**src/rtl/hwc_pkg.sv**
```systemverilog
`timescale 1ns/1ps
// Shared types for the halt and wake controller.
// Assumes a two-bit step command is enough for the fetch unit.
package hwc_pkg;
    typedef enum logic [1:0] {
        CMD_NONE     = 2'b00,
        CMD_FETCH    = 2'b01,
        CMD_STALL    = 2'b10,
        CMD_DISPATCH = 2'b11
    } step_cmd_e;
endpackage

```
**src/rtl/hwc_prio_enc.sv**
```systemverilog
`timescale 1ns/1ps
// Fixed-priority encoder: bit 0 wins. Gives a one-hot grant and its index.
// Assumes N >= 2.
module hwc_prio_enc #(
    parameter int N  = 5,
    localparam int IW = $clog2(N)
) (
    input  logic [N-1:0]  req_i,
    output logic          any_o,
    output logic [N-1:0]  grant_o,
    output logic [IW-1:0] idx_o
);
    logic [N:0] seen;
    assign seen[0] = 1'b0;

    // Ripple chain: a request is granted only if no lower bit requested.
    for (genvar g = 0; g < N; g++) begin : g_chain
        assign grant_o[g]  = req_i[g] & ~seen[g];
        assign seen[g + 1] = seen[g] | req_i[g];
    end

    assign any_o = seen[N];

    // Convert the one-hot grant into a binary index.
    always_comb begin
        idx_o = '0;
        for (int i = 0; i < N; i++) begin
            if (grant_o[i]) idx_o = IW'(i);
        end
    end
endmodule

```
**src/rtl/hwc_dispatch_seq.sv**
```systemverilog
`timescale 1ns/1ps
// Dispatch sequencer: after start_i it runs CYC-1 further cycles.
// It pushes the return PC high byte then low byte, then loads the vector.
// Assumes CYC >= 4 and a 16-bit PC.
module hwc_dispatch_seq #(
    parameter int CYC  = 5,
    parameter int PC_W = 16,
    localparam int CW  = $clog2(CYC)
) (
    input  logic            clk,
    input  logic            rst_n,
    input  logic            start_i,
    input  logic [PC_W-1:0] ret_pc_i,
    input  logic [PC_W-1:0] vec_i,
    output logic            busy_o,
    output logic            push_we_o,
    output logic [7:0]      push_data_o,
    output logic            pc_load_o,
    output logic [PC_W-1:0] vec_o
);
    localparam logic [CW-1:0] PH_HI   = CW'(CYC - 3);
    localparam logic [CW-1:0] PH_LO   = CW'(CYC - 2);
    localparam logic [CW-1:0] PH_LAST = CW'(CYC - 1);

    logic [CW-1:0]   cnt_q;
    logic [PC_W-1:0] ret_q;
    logic [PC_W-1:0] vec_q;

    // Phase counter: zero means idle, 1..CYC-1 are the busy phases.
    always_ff @(posedge clk) begin
        if (!rst_n)                         cnt_q <= '0;
        else if (start_i)                   cnt_q <= CW'(1);
        else if (cnt_q == PH_LAST)          cnt_q <= '0;
        else if (cnt_q != '0)               cnt_q <= cnt_q + CW'(1);
    end

    // Capture the return address and vector when a dispatch begins.
    always_ff @(posedge clk) begin
        if (!rst_n) begin
            ret_q <= '0;
            vec_q <= '0;
        end else if (start_i) begin
            ret_q <= ret_pc_i;
            vec_q <= vec_i;
        end
    end

    assign busy_o      = (cnt_q != '0);
    assign push_we_o   = (cnt_q == PH_HI) || (cnt_q == PH_LO);
    assign push_data_o = (cnt_q == PH_HI) ? ret_q[PC_W-1 -: 8] : ret_q[7:0];
    assign pc_load_o   = (cnt_q == PH_LAST);
    assign vec_o       = vec_q;
endmodule

```
**src/rtl/hwc_halt_fsm.sv**
```systemverilog
`timescale 1ns/1ps
// Halt state and step command decision.
// Pending interrupts are judged before any stall or fetch.
// Assumes op_halt_i is a one-cycle strobe for a fetched halt opcode.
module hwc_halt_fsm
    import hwc_pkg::*;
(
    input  logic      clk,
    input  logic      rst_n,
    input  logic      step_i,
    input  logic      busy_i,
    input  logic      pend_i,
    input  logic      ime_i,
    input  logic      op_halt_i,
    output logic      take_o,
    output logic      halted_o,
    output logic      hold_o,
    output step_cmd_e cmd_o
);
    logic halted_q;
    logic bug_q;
    logic wake;
    logic enter;
    logic bug_set;
    logic free_step;

    // Decide the step outcome from the pending state first.
    always_comb begin
        free_step = step_i && !busy_i;
        take_o    = free_step && pend_i && ime_i;
        wake      = free_step && pend_i && !ime_i && halted_q;
        enter     = op_halt_i && !busy_i && !take_o && !halted_q && !(pend_i && !ime_i);
        bug_set   = op_halt_i && !busy_i && !take_o && !halted_q && pend_i && !ime_i;
        if (busy_i || take_o)         cmd_o = CMD_DISPATCH;
        else if (!step_i)             cmd_o = CMD_NONE;
        else if (halted_q && !pend_i) cmd_o = CMD_STALL;
        else                          cmd_o = CMD_FETCH;
    end

    // Halted flag: set by a halt opcode, cleared by any wake.
    always_ff @(posedge clk) begin
        if (!rst_n)            halted_q <= 1'b0;
        else if (take_o || wake) halted_q <= 1'b0;
        else if (enter)        halted_q <= 1'b1;
    end

    // Quirk flag: marks the next fetch as a non-advancing one.
    always_ff @(posedge clk) begin
        if (!rst_n)         bug_q <= 1'b0;
        else if (bug_set)   bug_q <= 1'b1;
        else if (free_step) bug_q <= 1'b0;
    end

    assign halted_o = halted_q;
    assign hold_o   = bug_q && (cmd_o == CMD_FETCH);
endmodule

```
**src/rtl/halt_wake_ctrl.sv**
```systemverilog
`timescale 1ns/1ps
// Halt and interrupt wake controller, top level.
// Combines source priority, the halt state and the dispatch sequencer.
// Assumes NUM_SRC <= REG_W and a 16-bit program counter.
module halt_wake_ctrl
    import hwc_pkg::*;
#(
    parameter int          NUM_SRC      = 5,
    parameter int          REG_W        = 8,
    parameter int          PC_W         = 16,
    parameter int          DISPATCH_CYC = 5,
    parameter int          VEC_STRIDE   = 8,
    parameter logic [15:0] VEC_BASE     = 16'h0040,
    parameter logic [7:0]  HALT_OPCODE  = 8'h76
) (
    input  logic               clk,
    input  logic               rst_n,
    input  logic               step_i,
    input  logic               opcode_valid_i,
    input  logic [7:0]         opcode_i,
    input  logic [REG_W-1:0]   ie_i,
    input  logic [REG_W-1:0]   if_i,
    input  logic               ime_i,
    input  logic [PC_W-1:0]    pc_i,
    output logic [1:0]         cmd_o,
    output logic               halted_o,
    output logic               pc_hold_o,
    output logic [NUM_SRC-1:0] clr_if_o,
    output logic               clr_ime_o,
    output logic               push_we_o,
    output logic [7:0]         push_data_o,
    output logic               pc_load_o,
    output logic [PC_W-1:0]    vector_o
);
    localparam int IW = $clog2(NUM_SRC);

    logic [NUM_SRC-1:0] pend_vec;
    logic [NUM_SRC-1:0] grant;
    logic [IW-1:0]      idx;
    logic               pend_any;
    logic               take;
    logic               busy;
    logic [PC_W-1:0]    vec_next;
    step_cmd_e          cmd;
    logic               unused_hi;

    // Only the low source bits take part in any comparison.
    assign pend_vec  = ie_i[NUM_SRC-1:0] & if_i[NUM_SRC-1:0];
    assign unused_hi = ^{ie_i[REG_W-1:NUM_SRC], if_i[REG_W-1:NUM_SRC]};

    hwc_prio_enc #(.N(NUM_SRC)) u_prio (
        .req_i   (pend_vec),
        .any_o   (pend_any),
        .grant_o (grant),
        .idx_o   (idx)
    );

    // Vector address for the winning source.
    assign vec_next = PC_W'(VEC_BASE) + PC_W'(idx) * PC_W'(VEC_STRIDE);

    hwc_halt_fsm u_fsm (
        .clk       (clk),
        .rst_n     (rst_n),
        .step_i    (step_i),
        .busy_i    (busy),
        .pend_i    (pend_any),
        .ime_i     (ime_i),
        .op_halt_i (opcode_valid_i && (opcode_i == HALT_OPCODE)),
        .take_o    (take),
        .halted_o  (halted_o),
        .hold_o    (pc_hold_o),
        .cmd_o     (cmd)
    );

    hwc_dispatch_seq #(.CYC(DISPATCH_CYC), .PC_W(PC_W)) u_seq (
        .clk         (clk),
        .rst_n       (rst_n),
        .start_i     (take),
        .ret_pc_i    (pc_i),
        .vec_i       (vec_next),
        .busy_o      (busy),
        .push_we_o   (push_we_o),
        .push_data_o (push_data_o),
        .pc_load_o   (pc_load_o),
        .vec_o       (vector_o)
    );

    assign cmd_o     = cmd;
    assign clr_if_o  = take ? grant : '0;
    assign clr_ime_o = take;
endmodule

```
**config.mk**
```make
export PLATFORM = sky130hd
export DESIGN_NAME = halt_wake_ctrl
export DESIGN_NICKNAME = d
export VERILOG_FILES = /design/src/rtl/hwc_pkg.sv /design/src/rtl/hwc_prio_enc.sv /design/src/rtl/hwc_dispatch_seq.sv /design/src/rtl/hwc_halt_fsm.sv /design/src/rtl/halt_wake_ctrl.sv
export SDC_FILE = /design/constraint.sdc
export NUM_CORES = 1
export LEC_CHECK = 0
export ABC_AREA = 1
export BUFFER_PORTS_ARGS = -buffer_cell sky130_fd_sc_hd__buf_2
export CAP_MARGIN = 20
export CELL_PAD_IN_SITES_DETAIL_PLACEMENT = 1
export CELL_PAD_IN_SITES_GLOBAL_PLACEMENT = 1
export CORE_UTILIZATION = 32
export CTS_CLUSTER_SIZE = 24
export DETAILED_ROUTE_END_ITERATION = 16
export GPL_TIMING_DRIVEN = 0
export PLACE_DENSITY = 0.88
export SLEW_MARGIN = 0
export SYNTH_ARGS = -nofsm -noshare
export SYNTH_HDL_FRONTEND = slang
export SYNTH_SLANG_ARGS = --single-unit
```
**constraint.sdc**
```tcl
create_clock -name clk -period 4.09 [get_ports clk]
set_clock_uncertainty 0.2 [all_clocks]
set_input_delay 0.6135 -clock clk [delete_from_list [all_inputs] [get_ports clk]]
set_output_delay 0.6135 -clock clk [all_outputs]
set_load 0.03 [all_outputs]
```
==> results_dict.tcl <==
set metrics [dict create \
    crit_type "reg -> out" \
    fp.dieW_um 69.12 \
    cts_tree "built" \
    startpoint "u_seq.cnt_q[0]" \
    hold_start "u_seq.ret_q[10]" \
    rsz0062_at_grt "no" \
    ctsHoldBuffers 0 \
    nNetsFinal 321 \
    syn_avg_cell_area_um2 7.430 \
    fin_ws_ns 1.283 \
    dieArea_mm2 0.004777 \
    cts_resized 0 \
    rr_worst_depth 9 \
    powerDensity_mw_per_mm2 424.6 \
    drc 0 \
    use_met3_pct 2.047 \
    antenna_left 0 \
    gp_congestion 0.7796 \
    crit_fanout 10 \
    numClockSinks 25 \
    ys_seq_area_share_pct 34.72 \
    worstReg2RegStart "u_seq.cnt_q[0]" \
    routedWlPerCell_um 12.10 \
    area_growth_pct 32.03 \
    tightest_slew_ns 0.6125 \
    endpoint "clr_if_o[2]" \
    total_power_mw 0.8081 \
    timing.rr.end "u_seq.ret_q[7]" \
    setup_viol 0 \
    use_met2_pct 31.61 \
    r2r_slack_ns 2.26 \
    start_kind "flop" \
    coreArea_mm2 0.004354 \
    setup_tns_ns 0 \
    yosysWarnings 0 \
    root_buffer "clkbuf_8" \
    vdd_ir_drop_max_mv 0.1830 \
    clock_path_buffers 2 \
    fin_area_mm2 0.001903 \
    met1_usage_pct 20.16 \
    hold_viol 0 \
    antenna_found_initial 0 \
    grt.total_usage_pct 17.24 \
    max-slew-margin-rel_pct 59.17 \
    cap_violations 0 \
    clkLatencyLatePin_ns 0.27 \
    post_cts_buffers 0 \
    yosysUniqueCellTypes 27 \
    arrival_ns 1.99 \
    overflow 0 \
    numPortBuffers 62 \
    num_rows 24 \
    io_pins 81 \
    netlist_area_mm2 0.001441 \
    whs_ns 0.2555 \
    p_leak_nw 0.9511 \
    slew_viol_final 0 \
    hp-class "reg -> reg" \
    fmax_ghz 0.3562 \
    cp-end-kind "output port" \
    min_period_ns 2.807 \
    dp_hpwl_um 3200 \
    wl_um 3909 \
    synth_seq_cells 25 \
    cts-htree-levels 1 \
    grt_max_degree 14 \
    start_util_pct 33.10 \
    vias 1471 \
    first_global_vias 1549 \
    path_clk_slew_ns 0.09 \
    dp_slack_ns 1.479 \
    diodes 0 \
    busiest_layer "met2" \
    crit_required_ns 3.28 \
    netlist_instances 194 \
    fp.dieH_um 69.12 \
    first_pass_iters 4 \
    postPlaceCellArea_mm2 0.001858 \
    drive_gt1_share_pct 39.48 \
    via_per_inst 4.554 \
    grt_pass1_wl_um 6796 \
    n_fill_cell 589 \
    drt-initial-drc-count 36 \
    finalCritPeriodShare_pct 68.64 \
    cts_made_buffers 3 \
    status "complete, no violations" \
]
## how the worst min path moves through the flow
stage               slack (ns)         endpoint  cells past startpoint
detailed placement        0.25  u_seq.ret_q[12]                      2
global route              0.28  u_seq.ret_q[12]                      2
floorplan                 0.22  u_seq.ret_q[10]                      2
global placement          0.23   u_seq.ret_q[9]                      2
CTS                       0.26  u_seq.ret_q[10]                      2
finish                    0.26  u_seq.ret_q[10]                      2
## sequential cells by signal (all words and copies together), names as in the netlist
name and cells:
u_fsm.halted_o 1, u_fsm.bug_q 1, u_seq.ret_q 16, u_seq.cnt_q 3
u_seq.vec_o 4
## worst max-delay path, stage by stage (launching register included)
cell and delay (ns):
dfxtp_1 0.32, inv_1 0.11, ha_1 0.25, nand2_2 0.12, nor2_4 0.13, nand3_4 0.18, buf_2 0.25, nor3_1 0.14
buf_2 0.22
## through the flow
step	std cells	util, %
after floorplan	205	-
after CTS	323	43.71
after global placement	319	42.67
after global routing	323	43.71
final	323	43.71
after detailed placement	319	42.67
## metal layers
layer / up-vias / share of wire [%]
met2: 48 / 52
li1: 747 / -
met1: 672 / 41
met4: 0 / 1.5
met5: - / 0
met3: 4 / 5.1
## Yosys cell counts
master	count	area (um2)
nand2_1	36	135.1
dfxtp_1	25	500.5
inv_1	24	90.09
o21ai_0	18	90.09
a21oi_1	17	85.08
buf_4	12	90.09
nand2_2	11	68.82
nor2_1	8	30.03
a21oi_2	7	61.31
nand4_1	5	31.28
ha_1	4	50.05
nor3_1	4	20.02
clkbuf_1	3	11.26
o21ai_1	3	15.01
inv_2	2	7.510
nand3_1	2	10.01
nand3_4	2	35.03
nor2_4	2	22.52
buf_12	1	20.02
buf_2	1	5.000
buf_6	1	11.26
buf_8	1	15.01
conb_1	1	3.750
inv_4	1	6.260
nand2_4	1	11.26
nor3b_1	1	7.510
o21a_1	1	7.510
## kinds of logic (layout without fill, tap and decap cells)
| group | count (synthesis) | count (layout) | share of synthesized area [%] |
|---|---|---|---|
| adders and majority gates | 4 | 4 | 3.472 |
| other | 1 | 12 | 0.2602 |
| buffers and inverters | 46 | 112 | 17.80 |
| AOI/OAI and AO/OA | 46 | 46 | 17.97 |
| and+or+nand+nor | 72 | 72 | 25.78 |
| DFF | 25 | 25 | 34.72 |
## placed cells by master (no fill, tap or decap), types with 3 or more instances in the layout
master     n
buf_2     63
nand2_1   36
dfxtp_1   25
inv_1     24
o21ai_0   18
a21oi_1   17
buf_4     12
conb_1    12
nand2_2   11
nor2_1     8
a21oi_2    7
nand4_1    5
clkbuf_1   4
nor3_1     4
ha_1       4
o21ai_1    3
clkbuf_8   3
## where the power goes
| part | total (mW) | switching, mW | internal [mW] |
|---|---|---|---|
| Sequential | 0.290 | 0.0138 | 0.276 |
| Clock | 0.150 | 0.0800 | 0.0698 |
| Combinational | 0.368 | 0.251 | 0.118 |
| Total | 0.808 | 0.344 | 0.464 |
## area by class of cell
class	count	area [um2]	area share (%)
multi-input combinational	134	725.7	38.13
sequential	25	500.5	26.30
timing repair buffer	62	310.3	16.31
buffer	19	152.6	8.021
inverter	27	103.9	5.457
tap	52	65.06	3.419
clock buffer	4	45.04	2.367
(Power assumes the default switching activity.)
